==> src/rtl/gpio_port_pkg.sv <==
// Package: shared register offsets and register-select type for the
// general-purpose I/O port controller.
// Assumes byte offsets on a bus that makes one access per cycle.
package gpio_port_pkg;

    localparam int unsigned OFS_LEVEL = 'h00;
    localparam int unsigned OFS_SET   = 'h04;
    localparam int unsigned OFS_INPUT = 'h10;
    localparam int unsigned OFS_DIR   = 'h14;

    typedef enum logic [2:0] {
        SEL_LEVEL,
        SEL_SET,
        SEL_INPUT,
        SEL_DIR,
        SEL_NONE
    } reg_sel_e;

endpackage

==> src/rtl/gpio_port_outregs.sv <==
// Output level and direction registers.
// Writes to the level register load it. Writes to the set alias OR
// into it, and the alias wins for its 1 bits if both strobes are ever high.
// Only bits inside PIN_MASK have flops. The other bits are tied to zero.
module gpio_port_outregs #(
    parameter int unsigned PIN_W    = 32,
    parameter logic [PIN_W-1:0] PIN_MASK = '1
) (
    input  logic             clk,
    input  logic             rst_n,
    input  logic             wr_level,
    input  logic             wr_set,
    input  logic             wr_dir,
    input  logic [PIN_W-1:0] wdata,
    output logic [PIN_W-1:0] level_q,
    output logic [PIN_W-1:0] dir_q
);

    for (genvar b = 0; b < PIN_W; b++) begin : g_bit
        if (PIN_MASK[b]) begin : g_impl
            // Per-pin output level: load, then set alias on top.
            always_ff @(posedge clk) begin
                if (!rst_n) begin
                    level_q[b] <= 1'b0;
                end else if (wr_set && wdata[b]) begin
                    level_q[b] <= 1'b1;
                end else if (wr_level) begin
                    level_q[b] <= wdata[b];
                end
            end

            // Per-pin direction bit.
            always_ff @(posedge clk) begin
                if (!rst_n) begin
                    dir_q[b] <= 1'b0;
                end else if (wr_dir) begin
                    dir_q[b] <= wdata[b];
                end
            end
        end else begin : g_absent
            assign level_q[b] = 1'b0;
            assign dir_q[b]   = 1'b0;
        end
    end

endmodule

==> src/rtl/gpio_port_insync.sv <==
// Input sampling path: SYNC_STAGES synchronizer flops per pin, then a
// capture flop that forms the sampled-input register.
// Assumes pin_in is asynchronous. Bits outside PIN_MASK are forced to zero.
module gpio_port_insync #(
    parameter int unsigned PIN_W       = 32,
    parameter int unsigned SYNC_STAGES = 2,
    parameter logic [PIN_W-1:0] PIN_MASK = '1
) (
    input  logic             clk,
    input  logic             rst_n,
    input  logic [PIN_W-1:0] pin_in,
    output logic [PIN_W-1:0] in_q
);

    logic [PIN_W-1:0] stage_q [SYNC_STAGES];

    // Synchronizer chain: stage 0 takes the pins, later stages shift.
    always_ff @(posedge clk) begin
        if (!rst_n) begin
            for (int s = 0; s < int'(SYNC_STAGES); s++) stage_q[s] <= '0;
        end else begin
            stage_q[0] <= pin_in;
            for (int s = 1; s < int'(SYNC_STAGES); s++) stage_q[s] <= stage_q[s-1];
        end
    end

    // Capture register: masked copy of the last synchronizer stage.
    always_ff @(posedge clk) begin
        if (!rst_n) in_q <= '0;
        else        in_q <= stage_q[SYNC_STAGES-1] & PIN_MASK;
    end

endmodule

==> src/rtl/gpio_port_rdport.sv <==
// Registered read multiplexer. Returns the register picked by sel one
// cycle later. The set alias and unmapped offsets return zero.
module gpio_port_rdport
    import gpio_port_pkg::*;
#(
    parameter int unsigned PIN_W = 32
) (
    input  logic             clk,
    input  logic             rst_n,
    input  reg_sel_e         sel,
    input  logic [PIN_W-1:0] level_q,
    input  logic [PIN_W-1:0] dir_q,
    input  logic [PIN_W-1:0] in_q,
    output logic [PIN_W-1:0] rdata
);

    logic [PIN_W-1:0] rd_next;

    // Select the read source for the current address.
    always_comb begin
        unique case (sel)
            SEL_LEVEL: rd_next = level_q;
            SEL_INPUT: rd_next = in_q;
            SEL_DIR:   rd_next = dir_q;
            default:   rd_next = '0;
        endcase
    end

    // Register the read data.
    always_ff @(posedge clk) begin
        if (!rst_n) rdata <= '0;
        else        rdata <= rd_next;
    end

endmodule

==> src/rtl/gpio_port_ctrl.sv <==
// Top level of the general-purpose I/O port controller.
// Decodes the byte offset and drives the output, input and read submodules.
// Assumes at most one bus access per cycle and a synchronous active-low reset.
module gpio_port_ctrl
    import gpio_port_pkg::*;
#(
    parameter int unsigned ADDR_W      = 8,
    parameter int unsigned PIN_W       = 32,
    parameter int unsigned SYNC_STAGES = 2,
    parameter logic [PIN_W-1:0] PIN_MASK = '1
) (
    input  logic              clk,
    input  logic              rst_n,
    input  logic [ADDR_W-1:0] bus_addr,
    input  logic              bus_we,
    input  logic [PIN_W-1:0]  bus_wdata,
    output logic [PIN_W-1:0]  bus_rdata,
    input  logic [PIN_W-1:0]  pin_in,
    output logic [PIN_W-1:0]  pin_out,
    output logic [PIN_W-1:0]  pin_oe
);

    reg_sel_e         sel;
    logic [PIN_W-1:0] level_q;
    logic [PIN_W-1:0] dir_q;
    logic [PIN_W-1:0] in_q;

    // Address decode to a register select.
    always_comb begin
        if      (bus_addr == ADDR_W'(OFS_LEVEL)) sel = SEL_LEVEL;
        else if (bus_addr == ADDR_W'(OFS_SET))   sel = SEL_SET;
        else if (bus_addr == ADDR_W'(OFS_INPUT)) sel = SEL_INPUT;
        else if (bus_addr == ADDR_W'(OFS_DIR))   sel = SEL_DIR;
        else                                     sel = SEL_NONE;
    end

    gpio_port_outregs #(
        .PIN_W    (PIN_W),
        .PIN_MASK (PIN_MASK)
    ) u_outregs (
        .clk      (clk),
        .rst_n    (rst_n),
        .wr_level (bus_we && (sel == SEL_LEVEL)),
        .wr_set   (bus_we && (sel == SEL_SET)),
        .wr_dir   (bus_we && (sel == SEL_DIR)),
        .wdata    (bus_wdata),
        .level_q  (level_q),
        .dir_q    (dir_q)
    );

    gpio_port_insync #(
        .PIN_W       (PIN_W),
        .SYNC_STAGES (SYNC_STAGES),
        .PIN_MASK    (PIN_MASK)
    ) u_insync (
        .clk    (clk),
        .rst_n  (rst_n),
        .pin_in (pin_in),
        .in_q   (in_q)
    );

    gpio_port_rdport #(
        .PIN_W (PIN_W)
    ) u_rdport (
        .clk     (clk),
        .rst_n   (rst_n),
        .sel     (sel),
        .level_q (level_q),
        .dir_q   (dir_q),
        .in_q    (in_q),
        .rdata   (bus_rdata)
    );

    assign pin_out = level_q;
    assign pin_oe  = dir_q & PIN_MASK;

endmodule

==> config.mk <==
export PLATFORM = sky130hd
export DESIGN_NAME = gpio_port_ctrl
export DESIGN_NICKNAME = d
export VERILOG_FILES = /design/src/rtl/gpio_port_pkg.sv /design/src/rtl/gpio_port_outregs.sv /design/src/rtl/gpio_port_insync.sv /design/src/rtl/gpio_port_rdport.sv /design/src/rtl/gpio_port_ctrl.sv
export SDC_FILE = /design/constraint.sdc
export NUM_CORES = 1
export LEC_CHECK = 0
export ABC_AREA = 1
export BUFFER_PORTS_ARGS = -buffer_cell sky130_fd_sc_hd__buf_4
export CORE_ASPECT_RATIO = 1.25
export CORE_MARGIN = 5
export CORE_UTILIZATION = 52
export CTS_CLUSTER_SIZE = 20
export DETAILED_ROUTE_END_ITERATION = 10
export PLACE_DENSITY_LB_ADDON = 0.1
export SLEW_MARGIN = 20
export SYNTH_ARGS = -nofsm -noshare
export SYNTH_HDL_FRONTEND = slang
export SYNTH_SLANG_ARGS = --single-unit
==> constraint.sdc <==
create_clock -name clk -period 1.2 [get_ports clk]
set_input_delay 0.12 -clock clk [delete_from_list [all_inputs] [get_ports clk]]
set_output_delay 0.12 -clock clk [all_outputs]
set_load 0.01 [all_outputs]
==> run summary <==
Synthesis inferred 192 register bits. After clock tree synthesis, the flow added hold-fix buffers numbering 64. Once detail routing completed, the nets flagged for antenna violations numbered 0. The commonest cells after synthesis are 296 x nand2_1, 192 x dfxtp_1, 167 x inv_1, 97 x nand3_1, 69 x nor2_1. At the end of routability-driven placement, the weighted congestion stood at 0.805.

Synthesis produced a netlist whose cell count is 910. The tools report the maximum level of the CTS H-tree as 4. The quantity of gates resized following cts was 0; the die span in x was 112 µm. After routing, the total negative slack on setup checks comes to 0 ps. The tools report the number of top-level pins as 171. The worst setup margin was 114 ps.

Once layout is done, the placed cells without fillers occupy 9630 µm². The first global-routing pass estimated 28.7 mm of wire. The count of endpoints failing setup in the final report was 0. The hold-critical path depth was 3; the post-route non-filler standard cell count was 1320. After the first detailed-routing iteration, the DRC count stood at 299. The total count of max-transition violations in the final report came out at 0. The critical path required time is 1080 ps.

For the worst setup path, the data arrival time is 970 ps. The most common cell in the synthesized netlist is nand2_1. The count of unique library cells instantiated by Yosys was 18; the async set-reset flop share out of synthesis was 0%.

The tools report the sequential element share of the synthesized area as 56.3%. Sum of routed wire length over all layers: 17.2 mm. The ratio of cells with drive above 1 in the final layout was 20.2%.

Average cell area after synthesis: 7.50 µm². The die is 138 µm tall. The cell family contributing the most delay on the critical path is flip-flops. Across the run, the number of max-cap violations was 0. The critical path goes through buf_4. In this run the post-CTS setup repair buffer count came out at 0. Counting I/O delays and the setup requirement, the final critical path takes 1090 ps. The run finished with clean final reports. The run gives 8390 µm² as the placement-stage cell area. Based on the critical path, the design can be clocked at up to 921 MHz. Endpoint type of the worst setup path: a primary output. The initial antenna violation count is 1, and the area of the die is 15500 µm². The first-pass iteration count of the detailed router is 6, and the clock transition at the register clock pins on the worst setup and hold paths after CTS is 70 ps. Clock latency on the worst-skew pair, taken at its later pin, is 420 ps. Via count of the first global-routing pass: 5796. The mean routed wirelength per cell came out at 13.0 µm. After detailed routing, the number of remaining DRC violations is 0. The initial utilization of the core area, before any placement, comes to 53.4%. The net count of the finished layout is 1213.

Compared with the post-synthesis result, the final layout area differs by 41.0%. The startpoint identified for the worst register-to-register timing path is u_outregs.dir_q[31]$_SDFFE_PN0P_. After synthesis, the largest area contributor takes up 56.3% of total cell area. Among all stages on the critical path, the largest delay is contributed by dfxtp_1. Dividing total power by cell area gives a power density of 1330 nW/µm². The synthesized cell area came out at 6830 µm². Across all register-to-register paths, the minimum setup slack is 470 ps. Of all nets on the critical path, the largest fanout is 3. The startpoint of the lowest-slack hold path is rst_n.

The longest clock path from root to sink contains 2 buffers. The worst pin sits at a relative slew slack of 59.3%. Counting tap cells, the placed design contains a total of 1223 instances. Yosys printed 0 warnings. Yosys mapped a number of flops with a built-in enable equal to 0. The worst setup path is launched from a register. Clock skew on the completed layout was measured at 12.7 ps.

For the area of the core region, the log shows 12800 µm². The number of buffer and inverter stages on the critical path is 1. Once detailed placement completed, the half-perimeter wirelength came to 11.0 mm. In the global route stage, overall resource usage came out at 22.4%. Setup repair after global routing left no endpoint under its margin. Clock tree synthesis found a total of 192 sinks.

TritonCTS built the clock tree. Summed over all cells, the static leakage comes to 5.33 nW. The average vias per placed instance was 4.53; the number of buffers created by CTS was 17. Longest individual stage delay on the worst path: 400 ps. The number of port buffers is 170. The leading area contributor after synthesis is dfxtp_1. The worst hold-check path type is primary input to register. For the placement-stage worst setup slack, the log shows -67.1 ps. In the finished design, the share of the clock period the worst path needs comes to 90.5%. The worst reg-to-reg path cell count was 4. The dominant synthesized flop cell is dfxtp_1. The tree is rooted in a clkbuf_16. The worst register-to-register path ends at u_rdport.rdata[31]$_SDFF_PN0_. The hold violation count in the final report is 0, and the floorplan row count is 46. The worst hold path terminates at u_outregs.level_q[12]$_SDFFE_PN0P_. The run gives 5986 as the count of vias placed by the detailed router. Ranked by total cell area, the synthesized netlist is headed by dfxtp_1 56%, nand2_1 16%, inv_1 9.2%. The actual slew at the worst max-slew pin was 611 ps. The critical path in this run is classified as register to primary output. The tools report the maximum number of pins on one net before global-route repair as 152.

Global routing finished with a remaining overflow of 0. For the maximum resistive drop on vdd, the log shows 1.05 mV. The number of nets handed over by synthesis was 985.
## worst max-delay path by stage
| stage | from | endpoint | cells past startpoint |
|---|---|---|---|
| 2_1_floorplan | bus_addr[1] | u_outregs.level_q[0]$_SDFFE_PN0P_ | 7 |
| 3_3_place_gp | bus_addr[4] | u_outregs.level_q[31]$_SDFFE_PN0P_ | 8 |
| 3_5_place_dp | bus_addr[1] | u_outregs.level_q[4]$_SDFFE_PN0P_ | 8 |
| 4_1_cts | u_outregs.dir_q[29]$_SDFFE_PN0P_ | pin_oe[29] | 1 |
| 5_1_grt | u_outregs.level_q[11]$_SDFFE_PN0P_ | pin_out[11] | 1 |
| 6_report | u_outregs.dir_q[29]$_SDFFE_PN0P_ | pin_oe[29] | 1 |
## where the power goes
part           switching [W]  total (W)  internal (W)
Clock                0.00259    0.00558       0.00299
Sequential         0.0000388    0.00654       0.00650
Combinational       0.000323   0.000708      0.000385
## state kept, by name, indices dropped and copies added, names as in the netlist
| signal | count |
|---|---|
| u_outregs.dir_q | 32 |
| u_outregs.level_q | 32 |
| u_insync.stage_q | 64 |
| u_rdport.rdata | 32 |
| u_insync.in_q | 32 |
## through the flow
stage               power, W  utilization, %  hold WS [ps]
floorplan            0.00692               -           213
global placement     0.00722            65.6           301
detailed placement   0.00722            65.6           300
CTS                   0.0129            75.3           162
global route          0.0133            75.4           173
finish                0.0128            75.4           170
## layout by cell type, fill, tap and decap left out
cell type | Yosys | final
a21oi_1 | 32 | 32
a21oi_4 | 1 | 1
buf_12 | 0 | 12
buf_4 | 8 | 181
bufinv_16 | 0 | 1
clkbuf_1 | 8 | 1
clkbuf_16 | 0 | 17
clkinv_1 | 1 | 1
clkinv_4 | 0 | 1
clkinv_8 | 0 | 2
clkinvlp_4 | 0 | 2
dfxtp_1 | 192 | 192
diode_2 | 0 | 1
dlygate4sd3_1 | 0 | 64
inv_1 | 167 | 167
inv_2 | 1 | 1
inv_6 | 0 | 3
inv_8 | 0 | 5
nand2_1 | 296 | 296
nand2_2 | 1 | 1
nand3_1 | 97 | 97
nand3_4 | 1 | 1
nor2_1 | 69 | 69
nor2_4 | 3 | 4
## cells by family (layout without fill, tap and decap cells)
| kind of cell | after synthesis | in the layout | synth area share [%] |
|---|---|---|---|
| and+or+nand+nor | 468 | 468 | 28.1 |
| buffers and inverters | 217 | 458 | 13.0 |
| DFF | 192 | 192 | 56.3 |
| AOI/OAI and AO/OA | 33 | 33 | 2.58 |
| other | 0 | 1 | 0 |
## layout make-up
class	count	area [µm²]
Clock inverter	14	169
Fill cell	1001	3150
Clock buffer	18	429
Timing Repair Buffer	257	2240
Tap cell	168	210
Sequential cell	192	3840
Antenna cell	1	2.50
Multi-Input combinational cell	501	2100
Inverter	169	634
## per-layer routing
| layer | share of wire (%) | up-vias | track usage, % |
|---|---|---|---|
| met3 | 6.4 | 19 | 4.19 |
| met2 | 47 | 206 | 36.0 |
| met5 | 0 | - | 0 |
| met4 | 1.5 | 0 | 7.15 |
| li1 | - | 3124 | - |
| met1 | 45 | 2637 | 30.6 |
Power figures use the tool's default switching activity.
